### src/rtl/chr_map_pkg.sv
package chr_map_pkg;

  localparam int CPU_AW        = 16;
  localparam int CPU_DW        = 8;
  localparam int PPU_AW        = 14;
  localparam int NUM_BANK_REGS = 8;
  localparam int SMALL_WIN_W   = 10;
  localparam int LARGE_WIN_W   = 11;
  localparam int REPL_BITS     = 2;
  localparam int REPL_LSB      = 4;
  localparam int SMALL_BANK_W  = CPU_DW + REPL_BITS;
  localparam int CHR_AW        = SMALL_BANK_W + SMALL_WIN_W;

  localparam logic [CPU_AW-1:0] BANK_REG_BASE = 16'h8310;
  localparam logic [CPU_AW-1:0] LARGE_REQ_ADDR = 16'h8000;

  localparam int VETO_IDX_LO = 2;
  localparam int VETO_IDX_HI = 5;

  typedef enum logic {
    GRAN_1K = 1'b0,
    GRAN_2K = 1'b1
  } gran_e;

endpackage

### src/rtl/chr_reg_file.sv
module chr_reg_file #(
  parameter int                  AW    = 16,
  parameter int                  DW    = 8,
  parameter int                  NREG  = 8,
  parameter logic [AW-1:0]       BASE  = 16'h8310
) (
  input  logic                 clk,
  input  logic                 rst_n,
  input  logic                 wr_en,
  input  logic [AW-1:0]        wr_addr,
  input  logic [DW-1:0]        wr_data,
  output logic                 wr_hit,
  output logic [$clog2(NREG)-1:0] wr_idx,
  output logic [NREG*DW-1:0]   regs_flat
);

  localparam int IDX_W = $clog2(NREG);

  // A register write hits when the upper address bits match the base page.
  assign wr_hit = wr_en && (wr_addr[AW-1:IDX_W] == BASE[AW-1:IDX_W]);
  assign wr_idx = wr_addr[IDX_W-1:0];

  for (genvar g = 0; g < NREG; g++) begin : g_bank
    logic [DW-1:0] bank_q;
    logic          load;

    assign load = wr_hit && (wr_idx == IDX_W'(g));

    always_ff @(posedge clk or negedge rst_n) begin
      if (!rst_n) begin
        bank_q <= '0;
      end else if (load) begin
        bank_q <= wr_data;
      end
    end

    assign regs_flat[g*DW +: DW] = bank_q;
  end

endmodule

### src/rtl/chr_mode_ctl.sv
module chr_mode_ctl
  import chr_map_pkg::*;
#(
  parameter int              AW       = 16,
  parameter int              IDX_W    = 3,
  parameter logic [AW-1:0]   REQ_ADDR = 16'h8000,
  parameter int              VETO_LO  = 2,
  parameter int              VETO_HI  = 5
) (
  input  logic             clk,
  input  logic             rst_n,
  input  logic             wr_en,
  input  logic [AW-1:0]    wr_addr,
  input  logic             reg_hit,
  input  logic [IDX_W-1:0] reg_idx,
  output logic             req_q,
  output logic             veto_q,
  output gran_e            gran
);

  logic req_set;
  logic veto_set;

  assign req_set  = wr_en && (wr_addr == REQ_ADDR);
  assign veto_set = reg_hit &&
                    (reg_idx >= IDX_W'(VETO_LO)) &&
                    (reg_idx <= IDX_W'(VETO_HI));

  // Both marks only ever set; reset is the sole way back.
  always_ff @(posedge clk or negedge rst_n) begin
    if (!rst_n) begin
      req_q  <= 1'b0;
      veto_q <= 1'b0;
    end else begin
      if (req_set)  req_q  <= 1'b1;
      if (veto_set) veto_q <= 1'b1;
    end
  end

  always_comb begin
    gran = GRAN_1K;
    if (req_q && !veto_q) gran = GRAN_2K;
  end

endmodule

### src/rtl/chr_addr_xlate.sv
module chr_addr_xlate
  import chr_map_pkg::*;
#(
  parameter int DW     = 8,
  parameter int NREG   = 8,
  parameter int PPU_W  = 14,
  parameter int SWIN_W = 10,
  parameter int LWIN_W = 11,
  parameter int RBITS  = 2,
  parameter int RLSB   = 4,
  parameter int OUT_W  = 20
) (
  input  logic [NREG*DW-1:0] regs_flat,
  input  gran_e              gran,
  input  logic [PPU_W-1:0]   ppu_addr,
  output logic [OUT_W-1:0]   chr_addr,
  output logic               chr_nsel
);

  localparam int IDX_W   = $clog2(NREG);
  localparam int SBANK_W = DW + RBITS;
  localparam int LWIN_N  = 2;

  logic [DW-1:0] bank_arr [NREG];

  for (genvar g = 0; g < NREG; g++) begin : g_unpack
    assign bank_arr[g] = regs_flat[g*DW +: DW];
  end

  // Small-window path: index is the three bits above the window offset.
  logic [IDX_W-1:0]   s_idx;
  logic [DW-1:0]      s_raw;
  logic [SBANK_W-1:0] s_bank;
  logic [OUT_W-1:0]   s_addr;

  assign s_idx  = ppu_addr[SWIN_W +: IDX_W];
  assign s_raw  = bank_arr[s_idx];
  assign s_bank = {s_raw[RLSB +: RBITS], s_raw};
  assign s_addr = OUT_W'({s_bank, ppu_addr[SWIN_W-1:0]});

  // Large-window path: windows 0..3 use registers 0,1,6,7, i.e. the window
  // number's high bit is copied into the two upper index bits.
  logic [LWIN_N-1:0]  l_win;
  logic [IDX_W-1:0]   l_idx;
  logic [DW-1:0]      l_raw;
  logic [OUT_W-1:0]   l_addr;

  assign l_win  = ppu_addr[LWIN_W +: LWIN_N];
  assign l_idx  = {l_win[1], l_win[1], l_win[0]};
  assign l_raw  = bank_arr[l_idx];
  assign l_addr = OUT_W'({l_raw, ppu_addr[LWIN_W-1:0]});

  always_comb begin
    chr_nsel = ppu_addr[PPU_W-1];
    chr_addr = '0;
    if (!chr_nsel) begin
      chr_addr = (gran == GRAN_2K) ? l_addr : s_addr;
    end
  end

endmodule

### src/rtl/chr_bank_mapper.sv
module chr_bank_mapper
  import chr_map_pkg::*;
#(
  parameter int CPU_AW_P = CPU_AW,
  parameter int CPU_DW_P = CPU_DW,
  parameter int PPU_AW_P = PPU_AW,
  parameter int NREG_P   = NUM_BANK_REGS
) (
  input  logic                clk,
  input  logic                rst_n,
  input  logic                cpu_wr_en,
  input  logic [CPU_AW_P-1:0] cpu_addr,
  input  logic [CPU_DW_P-1:0] cpu_wdata,
  input  logic [PPU_AW_P-1:0] ppu_addr,
  output logic [CPU_DW_P+REPL_BITS+SMALL_WIN_W-1:0] chr_addr,
  output logic                chr_nsel
);

  localparam int IDX_W  = $clog2(NREG_P);
  localparam int OUT_W  = CPU_DW_P + REPL_BITS + SMALL_WIN_W;

  logic                       reg_hit;
  logic [IDX_W-1:0]           reg_idx;
  logic [NREG_P*CPU_DW_P-1:0] regs_flat;
  logic                       req_q;
  logic                       veto_q;
  gran_e                      gran;

  chr_reg_file #(
    .AW   (CPU_AW_P),
    .DW   (CPU_DW_P),
    .NREG (NREG_P),
    .BASE (CPU_AW_P'(BANK_REG_BASE))
  ) u_regs (
    .clk       (clk),
    .rst_n     (rst_n),
    .wr_en     (cpu_wr_en),
    .wr_addr   (cpu_addr),
    .wr_data   (cpu_wdata),
    .wr_hit    (reg_hit),
    .wr_idx    (reg_idx),
    .regs_flat (regs_flat)
  );

  chr_mode_ctl #(
    .AW       (CPU_AW_P),
    .IDX_W    (IDX_W),
    .REQ_ADDR (CPU_AW_P'(LARGE_REQ_ADDR)),
    .VETO_LO  (VETO_IDX_LO),
    .VETO_HI  (VETO_IDX_HI)
  ) u_mode (
    .clk     (clk),
    .rst_n   (rst_n),
    .wr_en   (cpu_wr_en),
    .wr_addr (cpu_addr),
    .reg_hit (reg_hit),
    .reg_idx (reg_idx),
    .req_q   (req_q),
    .veto_q  (veto_q),
    .gran    (gran)
  );

  chr_addr_xlate #(
    .DW     (CPU_DW_P),
    .NREG   (NREG_P),
    .PPU_W  (PPU_AW_P),
    .SWIN_W (SMALL_WIN_W),
    .LWIN_W (LARGE_WIN_W),
    .RBITS  (REPL_BITS),
    .RLSB   (REPL_LSB),
    .OUT_W  (OUT_W)
  ) u_xlate (
    .regs_flat (regs_flat),
    .gran      (gran),
    .ppu_addr  (ppu_addr),
    .chr_addr  (chr_addr),
    .chr_nsel  (chr_nsel)
  );

endmodule

### config.mk
export PLATFORM = sky130hd
export DESIGN_NAME = chr_bank_mapper
export DESIGN_NICKNAME = d
export VERILOG_FILES = /design/src/rtl/chr_map_pkg.sv /design/src/rtl/chr_reg_file.sv /design/src/rtl/chr_mode_ctl.sv /design/src/rtl/chr_addr_xlate.sv /design/src/rtl/chr_bank_mapper.sv
export SDC_FILE = /design/constraint.sdc
export NUM_CORES = 1
export LEC_CHECK = 0
export ABC_AREA = 1
export CORE_AREA = 4 4 92 94
export CTS_CLUSTER_SIZE = 40
export DETAILED_ROUTE_END_ITERATION = 10
export DIE_AREA = 0 0 96 98
export PLACE_DENSITY = 0.74
export SKIP_LAST_GASP = 1
export SYNTH_ARGS = -nofsm -noshare
export SYNTH_HDL_FRONTEND = slang
export SYNTH_SLANG_ARGS = --single-unit
export TNS_END_PERCENT = 1
### constraint.sdc
create_clock -name clk -period 2.3 [get_ports clk]
set_input_delay 0.23 -clock clk [delete_from_list [all_inputs] [get_ports clk]]
set_output_delay 0.23 -clock clk [all_outputs]
set_load 0.01 [all_outputs]
# Word level (Yosys, flattened, before mapping)
# Index checks and enable logic that the tools add are counted.
[totals] reg_bits=66 latch_bits=0 ram_bits=0 rom_bits=0 input_bits=41 word_cells=49 memories=0
[classes] add_sub_neg=0 n_mul=0 div=0 order_cmp=4 n_eq_ne=9 shift=0 n_mux=9 n_bitwise=2 reduce_logical=15
[ops] cell="8-bit binary-select mux with 3-bit select" n=2
[ops] cell="20-bit 2-to-1 mux" n=2
[ops] cell="8-bit 2-to-1 mux" n=4
[ops] cell="16-bit equality test (second input constant)" n=1
[ops] cell="13-bit equality test (second input constant)" n=1
[ops] cell="1-bit logical AND" n=13
[ops] cell="3-bit equality test (second input constant)" n=4
[ops] cell="4-bit greater-or-equal comparator (second input constant)" n=2
[ops] cell="3-bit NOT with 4-bit output" n=2
[ops] cell="3-bit by 2-bit equality test with 1-bit output (second input constant)" n=2
[ops] cell="3-bit by 1-bit equality test with 1-bit output (second input constant)" n=1
[ops] cell="3-bit by 2-bit greater-or-equal comparator with 1-bit output (second input constant)" n=1
[ops] cell="3-bit less-or-equal comparator (second input constant)" n=1
[ops] cell="3-bit zero test" n=1
[ops] cell="1-bit zero test" n=1
[ops] cell="1-bit 2-to-1 mux" n=1

# Depth between registers and ports, before layout
# Gate-level depths: netlist of the first run.
[logic_depth] ltp_word=6 mapped_depth=11 ltp_nobuf=9

# Hierarchy
# Synthesis of the first run repeated with hierarchy kept, for this count alone.
[hier_totals] hier_cells=588 hier_area_um2=4294.1
[by_module_without_submodules] mod="chr_reg_file" n_inst=1 cells_each=320 area_each_um2=3021.6 seq_area_each_um2=1601.5
[by_module_without_submodules] mod="chr_addr_xlate" n_inst=1 cells_each=245 area_each_um2=1129.8 seq_area_each_um2=0.0
[by_module_without_submodules] mod="chr_mode_ctl" n_inst=1 cells_each=23 area_each_um2=142.6 seq_area_each_um2=50.0

# Least setup slack after synthesis of the first run
# No wires, ideal clock.
[synth_timing] kind="in2out" startpoint="input port ppu_addr[11]" endpoint="output port chr_addr[10]" arrival_ps=1208 path_slack_ps=862 cell_stages=8 cell_sequence="buf_2 inv_2 buf_2 buf_2 nand2_1 nand3_1 nand3_1 a21oi_1"
[synth_via] elab_chain_len=6
[synth_rtl] item="from (decl)" line="chr_bank_mapper.sv:14" source="input logic [PPU_AW_P-1:0] ppu_addr,"
[synth_rtl] item="3-bit NOT with 4-bit output (implied by the code)" line="chr_addr_xlate.sv:37" source="assign s_raw = bank_arr[s_idx];"
[synth_rtl] item="8-bit binary-select mux with 3-bit select" line="chr_addr_xlate.sv:37"
[synth_rtl] item="8-bit 2-to-1 mux (implied by the code) (2 in a row)" line="chr_addr_xlate.sv:37"
[synth_rtl] item="20-bit 2-to-1 mux" line="chr_addr_xlate.sv:57" source="chr_addr = (gran == GRAN_2K) ? l_addr : s_addr;"
[synth_rtl] item="20-bit 2-to-1 mux" line="chr_addr_xlate.sv:56" source="if (!chr_nsel) begin"
[synth_rtl] item="to (decl)" line="chr_bank_mapper.sv:15" source="output logic [CPU_DW_P+REPL_BITS+SMALL_WIN_W-1:0] chr_addr,"
# No other way between the ends. The select of a mux whose other input is x is not followed.

# Worst setup path after layout of the first run
[layout_timing] startpoint="register u_mode.req_q" endpoint="output port chr_addr[15]"
[layout_via] elab_chain_len=4
[layout_rtl] item="from (decl)" line="chr_mode_ctl.sv:16" source="output logic req_q,"
[layout_rtl] item="from (signal assigned)" line="chr_mode_ctl.sv:32" source="req_q <= 1'b0;"
[layout_rtl] item="from (signal assigned)" line="chr_mode_ctl.sv:35" source="if (req_set) req_q <= 1'b1;"
[layout_rtl] item="1-bit logical AND" line="chr_mode_ctl.sv:42" source="if (req_q && !veto_q) gran = GRAN_2K;"
[layout_rtl] item="1-bit 2-to-1 mux" line="chr_mode_ctl.sv:42"
[layout_rtl] item="20-bit 2-to-1 mux" line="chr_addr_xlate.sv:57"
[layout_rtl] item="20-bit 2-to-1 mux" line="chr_addr_xlate.sv:56"
# No other way between the ends.

==> summary.md, run 1 <==
| Metric | Value |
|---|---|
| Design area | `between 4000 and 5000 um^2` |
| Worst flop-to-flop path startpoint | `u_regs.g_bank[6].bank_q[2]` |
| Initial antenna violation count | `0` |
| GPL Wtd Cong | `a little under 0.9` |
| CTS Buf Count | `9` |
| Total I/O pin count | `62` |
| Final period util | `between 90% and 100%` |
| Status | `completed` |
| Vias | `roughly 3,500` |
| Inst Count DP | `~630` |
| Worst-Margin Slew | `approximately 0.37 ns` |
| Largest net degree at the start of global routing | `67` |
| Hold Vio Cnt, Final | `0` |
| Syn Inst Count | `~480` |
| Antenna Cells | `0` |
| Vias in the first global route | `roughly 3,400` |
| Share of layout cells above drive strength 1 | `a little under an eighth` |
| IO buf count | `61` |
| Critical Path Source | `u_mode.req_q` |
| Non-filler cells, final | `651` |
| Floorplan row count | `32` |
| Setup crit end | `chr_addr[15]` |
| Final Util | `roughly 62%` |
| Setup CP Type | `reg2out` |
| R2R Setup Slk | `about 1.6 ns` |
| Number of synthesized register bits | `66` |
| Initial Util | `48.8%` |
| Max Clock Skew | `0 ns` |
| Remaining DRCs | `0` |
| F_max | `about 450 MHz` |
| Slew Viols, Final | `0` |
| Maximum vdd drop | `between 0.4 and 0.5 mV` |
| CTS H-Tree Depth | `3` |
| Global-route wire length before repair | `between 15 and 20 mm` |
| Routed wl met3 | `~630 um` |
| Grt ovf | `0` |
| Clk slew on worst S/H paths | `0.08 ns` |
| Drt wl/cell | `15.3 um` |
| Filler cells | `between 600 and 700` |
| Power per Cell Area | `about 570 nW/um^2` |
| DP Area | `roughly 4500 um^2` |
| Critical path capture point type | `primary output` |
| Netlist Area Pre-Place | `~3700 um^2` |
| Met1 WL | `4.28 mm` |
| DPL Wire Length | `roughly 7.0 mm` |
| Startpoint Class | `register` |
| Max-Cap Viols | `0` |
| Clock Sinks | `66` |
| WP data required | `2.07 ns` |
| Core ar. | `7650 um^2` |
| P_leak | `about 0.0022 uW` |
| Die width | `between 90 and 100 um` |
| Worst slew margin | `between 70% and 80%` |
| Post-synth EDFFs | `0` |
| Clock Latency Late Sink | `roughly 0.33 ns` |
| Max Root-Sink Buffers | `2` |
| Register-to-Register Path Depth | `2` |
| Asr flop ratio synth | `100%` |
| Vias/cell | `~5.3` |
| Crit Path Max Fanout | `5` |
| Worst R2R End | `u_regs.g_bank[6].bank_q[2]` |
| Met2 wire len | `roughly 4.9 mm` |
| Area Growth Syn to Fin | `27.2%` |
| YS warnings | `0` |
| CTS tree | `done` |
| Worst hold path class | `in2async` |
| Syn avg cell area | `between 7 and 8 um^2` |
| Count of different cell masters after synthesis | `29` |
| Endpoints failing setup | `0` |
| Clock Tree Root | `clkbuf_8` |
| Syn Nets | `520` |
| Unrepaired setup endpoints after global routing | `yes` |
| Top sig layer | `met4` |
| Drt pass-1 iters | `5` |
| DRT antenna net count | `0` |
| Die Span Y | `around 100 um` |
| 1st-iter DRT viols | `around 280` |
| GRT Util Overall | `roughly 22%` |
| Final WL | `approximately 10 mm` |
| Ys flop type | `dfrtp_1` |
| Total Die Area | `9410 um^2` |
| Fin crit period | `~2.2 ns` |
| Sequential share of the synthesized area | `approximately 44%` |
| CP arrival | `a little over 2 ns` |
| Nets | `~600` |
sequential cells by signal, indices dropped and copies added (netlist names):
register              cells
u_regs.g_bank.bank_q     64
u_mode.veto_q             1
u_mode.req_q              1
cells in the final DEF (no fill, tap or decap):
cell / n
nor2_4: 1
dfrtp_1: 66
bufinv_16: 3
o211ai_1: 21
inv_4: 1
buf_6: 3
o21ai_2: 7
inv_2: 5
buf_12: 4
dlymetal6s2s_1: 2
nor2_8: 1
nand4_4: 8
or2_1: 2
nor3_1: 1
nand4_1: 2
a21oi_1: 3
o21ai_1: 68
clkinv_1: 1
nor4_1: 1
o21ai_0: 14
nand2_1: 115
buf_2: 2
nand3_1: 30
dlygate4sd3_1: 1
clkbuf_8: 9
clkinv_2: 1
or2_2: 2
inv_1: 44
nand2_2: 3
clkdlybuf4s50_1: 58
clkbuf_1: 2
nor2_2: 2
o22ai_1: 1
buf_4: 10
nor2_1: 51
xnor2_1: 1
o21a_1: 2
clkinvlp_4: 1
kinds of logic (layout without fill, tap and decap cells):
| family | after synthesis | count (layout) | synth area share (%) |
|---|---|---|---|
| buf+inv | 77 | 147 | 9.75 |
| flops | 66 | 66 | 44.2 |
| xor+xnor | 1 | 1 | 0.235 |
| simple gates | 219 | 219 | 28.0 |
| compound gates | 116 | 116 | 17.8 |
layer usage:
layer / up-vias / track usage (%)
li1: 1699 / -
met1: 1625 / 29.3
met2: 131 / 36.1
met3: 14 / 4.31
met4: 0 / 8.10
met5: - / 0
power breakdown:
group          switching [uW]  total (uW)  internal [uW]
registers               0.264        1160           1160
clock network             455        1180            720
logic                     195         366            171
total                     651        2700           2050
metrics by stage:
step	setup TNS, ns	hold WS, ns	total power [uW]	setup WS, ns
2_1_floorplan	0	-0.0656	1340	0.862
3_3_place_gp	-0.00366	0.271	1540	-0.00366
3_5_place_dp	-0.0848	0.276	1540	-0.0695
4_1_cts	-0.0916	0.446	2710	-0.0254
5_1_grt	-0.0287	0.475	2790	-0.0216
6_report	0	0.410	2700	0.0530
worst max-delay path, cell delays in order, from the launching register on:
cell and delay, ns:
dfrtp_1 0.40, nand2_2 0.15, inv_1 0.15, nor2_4 0.18, nand3_1 0.15, o21ai_1 0.11
clkdlybuf4s50_1 0.55
how the worst min path moves through the flow:
stage	start	endpoint	slack (ns)	cells after the start
final	rst_n	u_regs.g_bank[6].bank_q[7]	0.41	3
after global routing	rst_n	u_regs.g_bank[1].bank_q[7]	0.47	3
after CTS	rst_n	u_regs.g_bank[6].bank_q[7]	0.45	3
after detailed placement	rst_n	u_regs.g_bank[6].bank_q[7]	0.28	2
after global placement	rst_n	u_regs.g_bank[6].bank_q[7]	0.27	2
after floorplan	rst_n	u_mode.req_q	-0.07	0
cells in the mapped netlist (5+ instances only):
cell type	instances	area (um^2)
nand2_1	116	435
dfrtp_1	66	1650
o211ai_1	21	158
inv_2	5	18.8
nor2_1	52	195
buf_6	8	90.1
nand3_1	30	150
o21ai_1	68	340
o21ai_0	14	70.1
nand4_4	8	170
clkbuf_1	10	37.5
buf_2	7	35.0
inv_1	44	165
o21ai_2	7	61.3
layout make-up:
cell class	instances	area, um^2	area share (%)
clock buffer	11	131	2.77
sequential	66	1650	34.8
tap	102	128	2.69
clock inverter	5	103	2.16
timing repair buffer	80	815	17.1
inverter	51	194	4.08
multi-input combinational	336	1730	36.4
repair_timing:
item,in CTS,in global routing
cloned,0,1
resized for setup,4,4
setup buffers,0,0
endpoints found under the setup margin,7,10
hold buffers,1,0
endpoints found under the hold margin,66,0
pin swaps,0,0
No activity file was read; power rests on OpenSTA's default activity.
==> run 2, diff against run 1 <==
--- a/config.mk
+++ b/config.mk
@@ -6,12 +6,13 @@
 export NUM_CORES = 1
 export LEC_CHECK = 0
 export ABC_AREA = 1
+export CAP_MARGIN = 30
 export CORE_AREA = 4 4 92 94
+export CTS_CLUSTER_DIAMETER = 80
 export CTS_CLUSTER_SIZE = 40
 export DETAILED_ROUTE_END_ITERATION = 10
 export DIE_AREA = 0 0 96 98
 export PLACE_DENSITY = 0.74
-export SKIP_LAST_GASP = 1
 export SYNTH_ARGS = -nofsm -noshare
 export SYNTH_HDL_FRONTEND = slang
 export SYNTH_SLANG_ARGS = --single-unit
==> summary.md, run 2 (synthesis results as in run 1) <==
| Metric | Value |
|---|---|
| Core ar. | `7650 um^2` |
| R2R Setup Slk | `around 1.6 ns` |
| Slew Viols, Final | `0` |
| Status | `completed` |
| Inst Count DP | `between 600 and 700` |
| Setup Fix Bufs, Post-CTS | `0` |
| Commonest non-fill, non-tap cell in the layout | `nand2_1` |
| Worst flop-to-flop path startpoint | `u_regs.g_bank[6].bank_q[2]` |
| Drt wl/cell | `roughly 15 um` |
| CP arrival | `about 2.0 ns` |
| Filler cells | `about 660` |
| Area of the multi-input gates | `roughly 1700 um^2` |
| Share of layout cells above drive strength 1 | `11.5%` |
| Startpoint Class | `primary input` |
| Hold Vio Cnt, Final | `0` |
| CTS Buf Count | `9` |
| Initial antenna violation count | `0` |
| Top sig layer | `met4` |
| Most frequent cells in the layout | `115 x nand2_1, 68 x o21ai_1, 66 x dfrtp_1` |
| Setup crit end | `chr_addr[11]` |
| Total I/O pin count | `62` |
| Worst slew margin | `approximately 75%` |
| Fin crit period | `about 2.2 ns` |
| Met1 WL | `around 4.4 mm` |
| IO buf count | `approximately 60` |
| Number of flip-flops under the largest register name | `between 60 and 70` |
| Non-filler cells, final | `about 650` |
| Floorplan row count | `32` |
| Antenna Cells | `0` |
| Largest regs | `u_regs.g_bank.bank_q x64, u_mode.req_q x1, u_mode.veto_q x1` |
| Clock Tree Root | `clkbuf_8` |
| DRT antenna net count | `0` |
| Crit Path Max Fanout | `9` |
| Worst-Margin Slew | `0.371 ns` |
| P_leak | `0.00225 uW` |
| Register-to-Register Path Depth | `2` |
| Critical path capture point type | `primary output` |
| Vias/cell | `about 5.4` |
| Setup CP Type | `in2out` |
| Max-Cap Viols | `0` |
| Initial Util | `approximately 49%` |
| GPL Wtd Cong | `0.894` |
| Maximum vdd drop | `between 0.4 and 0.5 mV` |
| Remaining DRCs | `0` |
| Max Clock Skew | `0 ns` |
| Largest net degree at the start of global routing | `67` |
| DPL Wire Length | `~7.0 mm` |
| Grt ovf | `0` |
| Worst R2R End | `u_regs.g_bank[6].bank_q[2]` |
| Final Util | `~62%` |
| Met2 wire len | `4.83 mm` |
| CTS H-Tree Depth | `3` |
| Global-route wire length before repair | `about 16 mm` |
| CTS tree | `done` |
| GRT Util Overall | `between 20% and 30%` |
| Vias | `~3,500` |
| Routed wl met3 | `568 um` |
| Clk slew on worst S/H paths | `0.08 ns` |
| Nets | `around 600` |
| Die Span Y | `just under 100 um` |
| Drt pass-1 iters | `5` |
| Final period util | `a little over nine tenths` |
| Endpoints failing setup | `0` |
| Vias in the first global route | `3,408` |
| CP max stage cell | `clkdlybuf4s50_1` |
| Power per Cell Area | `~570 nW/um^2` |
| Unrepaired setup endpoints after global routing | `no` |
| Clock Sinks | `between 60 and 70` |
| Worst hold path class | `in2async` |
| WP data required | `2.07 ns` |
| Critical Path Source | `ppu_addr[12]` |
| Die width | `~96 um` |
| Total Die Area | `about 9400 um^2` |
| F_max | `roughly 450 MHz` |
| Area Growth Syn to Fin | `27.3%` |
| Clock Latency Late Sink | `between 0.3 and 0.4 ns` |
| Critical Path, Cell by Cell | `clkdlybuf4s50_1, inv_1, buf_4, nand3_1, nand3_1, a21oi_1, clkdlybuf4s50_1` |
| FF+latch area | `1650 um^2` |
| 1st-iter DRT viols | `241` |
| Biggest register | `u_regs.g_bank.bank_q` |
| Delay of the slowest critical-path stage | `roughly 0.57 ns` |
| Max Root-Sink Buffers | `2` |
| Final WL | `9.93 mm` |
-- run 2: worst min path at each step --
| stage | start | endpoint | slack [ns] | cells after the start |
|---|---|---|---|---|
| after floorplan | rst_n | u_mode.req_q | -0.07 | 0 |
| after detailed placement | rst_n | u_regs.g_bank[6].bank_q[7] | 0.28 | 2 |
| after CTS | rst_n | u_regs.g_bank[6].bank_q[7] | 0.45 | 3 |
| after global routing | rst_n | u_regs.g_bank[1].bank_q[7] | 0.47 | 3 |
| after global placement | rst_n | u_regs.g_bank[6].bank_q[7] | 0.27 | 2 |
| final | rst_n | u_regs.g_bank[1].bank_q[7] | 0.41 | 3 |
-- run 2: report_power, final --
part	leakage, uW	switching, uW	internal (uW)
combinational	0.00122	195	170
clock	0.000114	455	720
sequential	0.000912	0.265	1160
-- run 2: metrics by stage --
step                      setup TNS, ns  hold slack (ns)  total power (uW)  cell area (um^2)  setup slack, ns
final                                 0            0.412              2700              4760           0.0902
after global routing                  0            0.475              2790              4760          0.00479
after CTS                             0            0.446              2710              4740          0.00259
after detailed placement        -0.0848            0.276              1540              4480          -0.0695
after global placement         -0.00366            0.271              1540              4480         -0.00366
after floorplan                       0          -0.0656              1340              3730            0.862
-- run 2: what timing repair did --
action / CTS / global route
resized for setup: 6 / 5
endpoints found under the setup margin: 7 / 9
gates cloned: 0 / 1
hold endpoints to repair: 66 / 0
hold buffers: 1 / 0
-- run 2: final cells by class --
type,count,share of cell area [%]
Multi-Input combinational cell,336,36.4
Sequential cell,66,34.7
Timing Repair Buffer,80,17.2
Inverter,51,4.08
Clock buffer,11,2.76
Tap cell,102,2.68
Clock inverter,5,2.16
-- run 2: per-layer routing --
layer / track usage [%] / vias to the layer above
li1: - / 1704
met1: 29.4 / 1644
met2: 36.2 / 121
met3: 4.31 / 18
met4: 7.22 / 0
met5: 0 / -
-- run 2: worst max-delay path: cells and delay by family --
family / cells / cell delay, ns
buffers and inverters: 4 / 1.39
AO/OA/AOI/OAI: 1 / 0.17
AND/OR/NAND/NOR: 2 / 0.18
==> run 3, diff against run 2 <==
--- a/config.mk
+++ b/config.mk
@@ -13,6 +13,7 @@
 export DETAILED_ROUTE_END_ITERATION = 10
 export DIE_AREA = 0 0 96 98
 export PLACE_DENSITY = 0.74
+export SETUP_SLACK_MARGIN = 0.2
 export SYNTH_ARGS = -nofsm -noshare
 export SYNTH_HDL_FRONTEND = slang
 export SYNTH_SLANG_ARGS = --single-unit
==> summary.md, run 3 (synthesis results as in run 1) <==
| Metric | Value |
|---|---|
| Setup CP Type | `in2out` |
| Crit Path Max Fanout | `15` |
| Startpoint Class | `primary input` |
| WP data required | `~2.1 ns` |
| Die Span Y | `~98 um` |
| Max-Cap Viols | `0` |
| Share of layout cells above drive strength 1 | `a little under an eighth` |
| F_max | `458 MHz` |
| Pre-CTS WS | `-0.0695 ns` |
| Worst hold path class | `in2async` |
| Maximum vdd drop | `approximately 0.4 mV` |
| Remaining DRCs | `0` |
| GRT Util Overall | `22.4%` |
| CTS Buf Count | `9` |
| Max Clock Skew | `0 ns` |
| Clock Latency Late Sink | `0.33 ns` |
| Final Util | `between 60% and 70%` |
| Vias | `around 3,500` |
| Drt pass-1 iters | `5` |
| Largest net degree at the start of global routing | `67` |
| Area Growth Syn to Fin | `27.3%` |
| Floorplan row count | `32` |
| Nets | `just under 600` |
| Core ar. | `7650 um^2` |
| Endpoints failing setup | `0` |
| Grt ovf | `0` |
| Total Die Area | `around 9400 um^2` |
| Commonest non-fill, non-tap cell in the layout | `nand2_1` |
| Vias/cell | `5.31` |
| Power per Cell Area | `between 500 and 600 nW/um^2` |
| Die width | `around 96 um` |
| CTS H-Tree Depth | `3` |
| Number of flip-flops under the largest register name | `64` |
| Total I/O pin count | `62` |
| Worst slew margin | `between 70% and 80%` |
| Global-route wire length before repair | `16.6 mm` |
| Unrepaired setup endpoints after global routing | `yes` |
| GPL Wtd Cong | `0.894` |
| Drt wl/cell | `approximately 15 um` |
| Status | `completed` |
| CTS tree | `done` |
| Clock Tree Root | `clkbuf_8` |
| Final WL | `around 9.9 mm` |
| Biggest register | `u_regs.g_bank.bank_q` |
| Clk slew on worst S/H paths | `roughly 0.080 ns` |
| Most frequent cells in the layout | `115 x nand2_1, 68 x o21ai_1, 66 x dfrtp_1` |
| Antenna Cells | `0` |
| P_leak | `0.00224 uW` |
| IO buf count | `61` |
| Slew Viols, Final | `0` |
| Setup Fix Bufs, Post-CTS | `0` |
| Final period util | `94.9%` |
| Final WS setup | `about 0.12 ns` |
| Initial antenna violation count | `0` |
| Critical path capture point type | `primary output` |
| Hold Vio Cnt, Final | `0` |
| Clock Sinks | `66` |
| Fin crit period | `approximately 2.2 ns` |
| DPL Wire Length | `~7.0 mm` |
| 1st-iter DRT viols | `239` |
| Largest regs | `u_regs.g_bank.bank_q x64, u_mode.req_q x1, u_mode.veto_q x1` |
| Vias in the first global route | `around 3,400` |
| Max Root-Sink Buffers | `2` |
| CP arrival | `between 1.5 and 2 ns` |
| Worst-Margin Slew | `around 0.37 ns` |
| DRT antenna net count | `0` |
| Initial Util | `slightly below 50%` |
## run 3: worst paths after layout
check / start / end / slack [ns] / depth (start not counted)
max reg2reg: u_regs.g_bank[6].bank_q[2] / u_regs.g_bank[6].bank_q[2] / 1.56 / 2
max in group asynchronous: rst_n / u_regs.g_bank[7].bank_q[3] / 1.58 / 3
max: ppu_addr[12] / chr_addr[13] / 0.12 / 7
min in group clk: u_mode.veto_q / u_mode.veto_q / 0.48 / 2
min reg2reg: u_mode.veto_q / u_mode.veto_q / 0.48 / 2
min: rst_n / u_regs.g_bank[1].bank_q[7] / 0.41 / 3
## run 3: per-layer routing
metal  vias up  global-route usage, %  part of all wire [%]
li1       1701                      -                     -
met1      1609                   30.0                    43
met2       132                   36.2                    49
met3        14                   4.39                   6.4
met4         0                   7.44                   1.6
met5         -                      0                     0
## run 3: what timing repair did
action                                  in CTS  in global routing
hold endpoints to repair                    66                  0
endpoints found under the setup margin      10                  9
resized for setup                           10                  2
pin swaps                                    1                  0
hold buffers                                 1                  0
gates cloned                                 1                  0
## run 3: cell type report
cell class | count | area (um^2)
multi-input cells | 336 | 1730
flip-flops and latches | 66 | 1650
clock inverters | 5 | 103
inverters | 51 | 194
clock buffers | 11 | 131
well taps | 102 | 128
repair buffers | 80 | 812
fillers | 660 | 2890
## run 3: worst max-delay path, stage by stage
cell and delay, ns:
clkdlybuf4s50_1 0.57, buf_12 0.17, o21ai_0 0.09, o22ai_1 0.18, nand2_1 0.07, nand2_1 0.09
clkdlybuf4s50_1 0.54
## run 3: report_power, final
| group | internal, uW | switching (uW) | leakage [uW] |
|---|---|---|---|
| Combinational | 169 | 194 | 0.00121 |
| Clock | 720 | 455 | 0.000114 |
| Sequential | 1160 | 0.262 | 0.000912 |
| Total | 2050 | 649 | 0.00224 |
## run 3: stage by stage
| step | total power [uW] | setup TNS, ns | std cells | area, um^2 | hold slack, ns |
|---|---|---|---|---|---|
| after floorplan | 1340 | 0 | 479 | 3730 | -0.0656 |
| after global placement | 1540 | -0.00366 | 633 | 4480 | 0.271 |
| after detailed placement | 1540 | -0.0848 | 633 | 4480 | 0.276 |
| after CTS | 2710 | 0 | 651 | 4750 | 0.446 |
| after global routing | 2790 | 0 | 651 | 4750 | 0.473 |
| final | 2700 | 0 | 651 | 4750 | 0.414 |
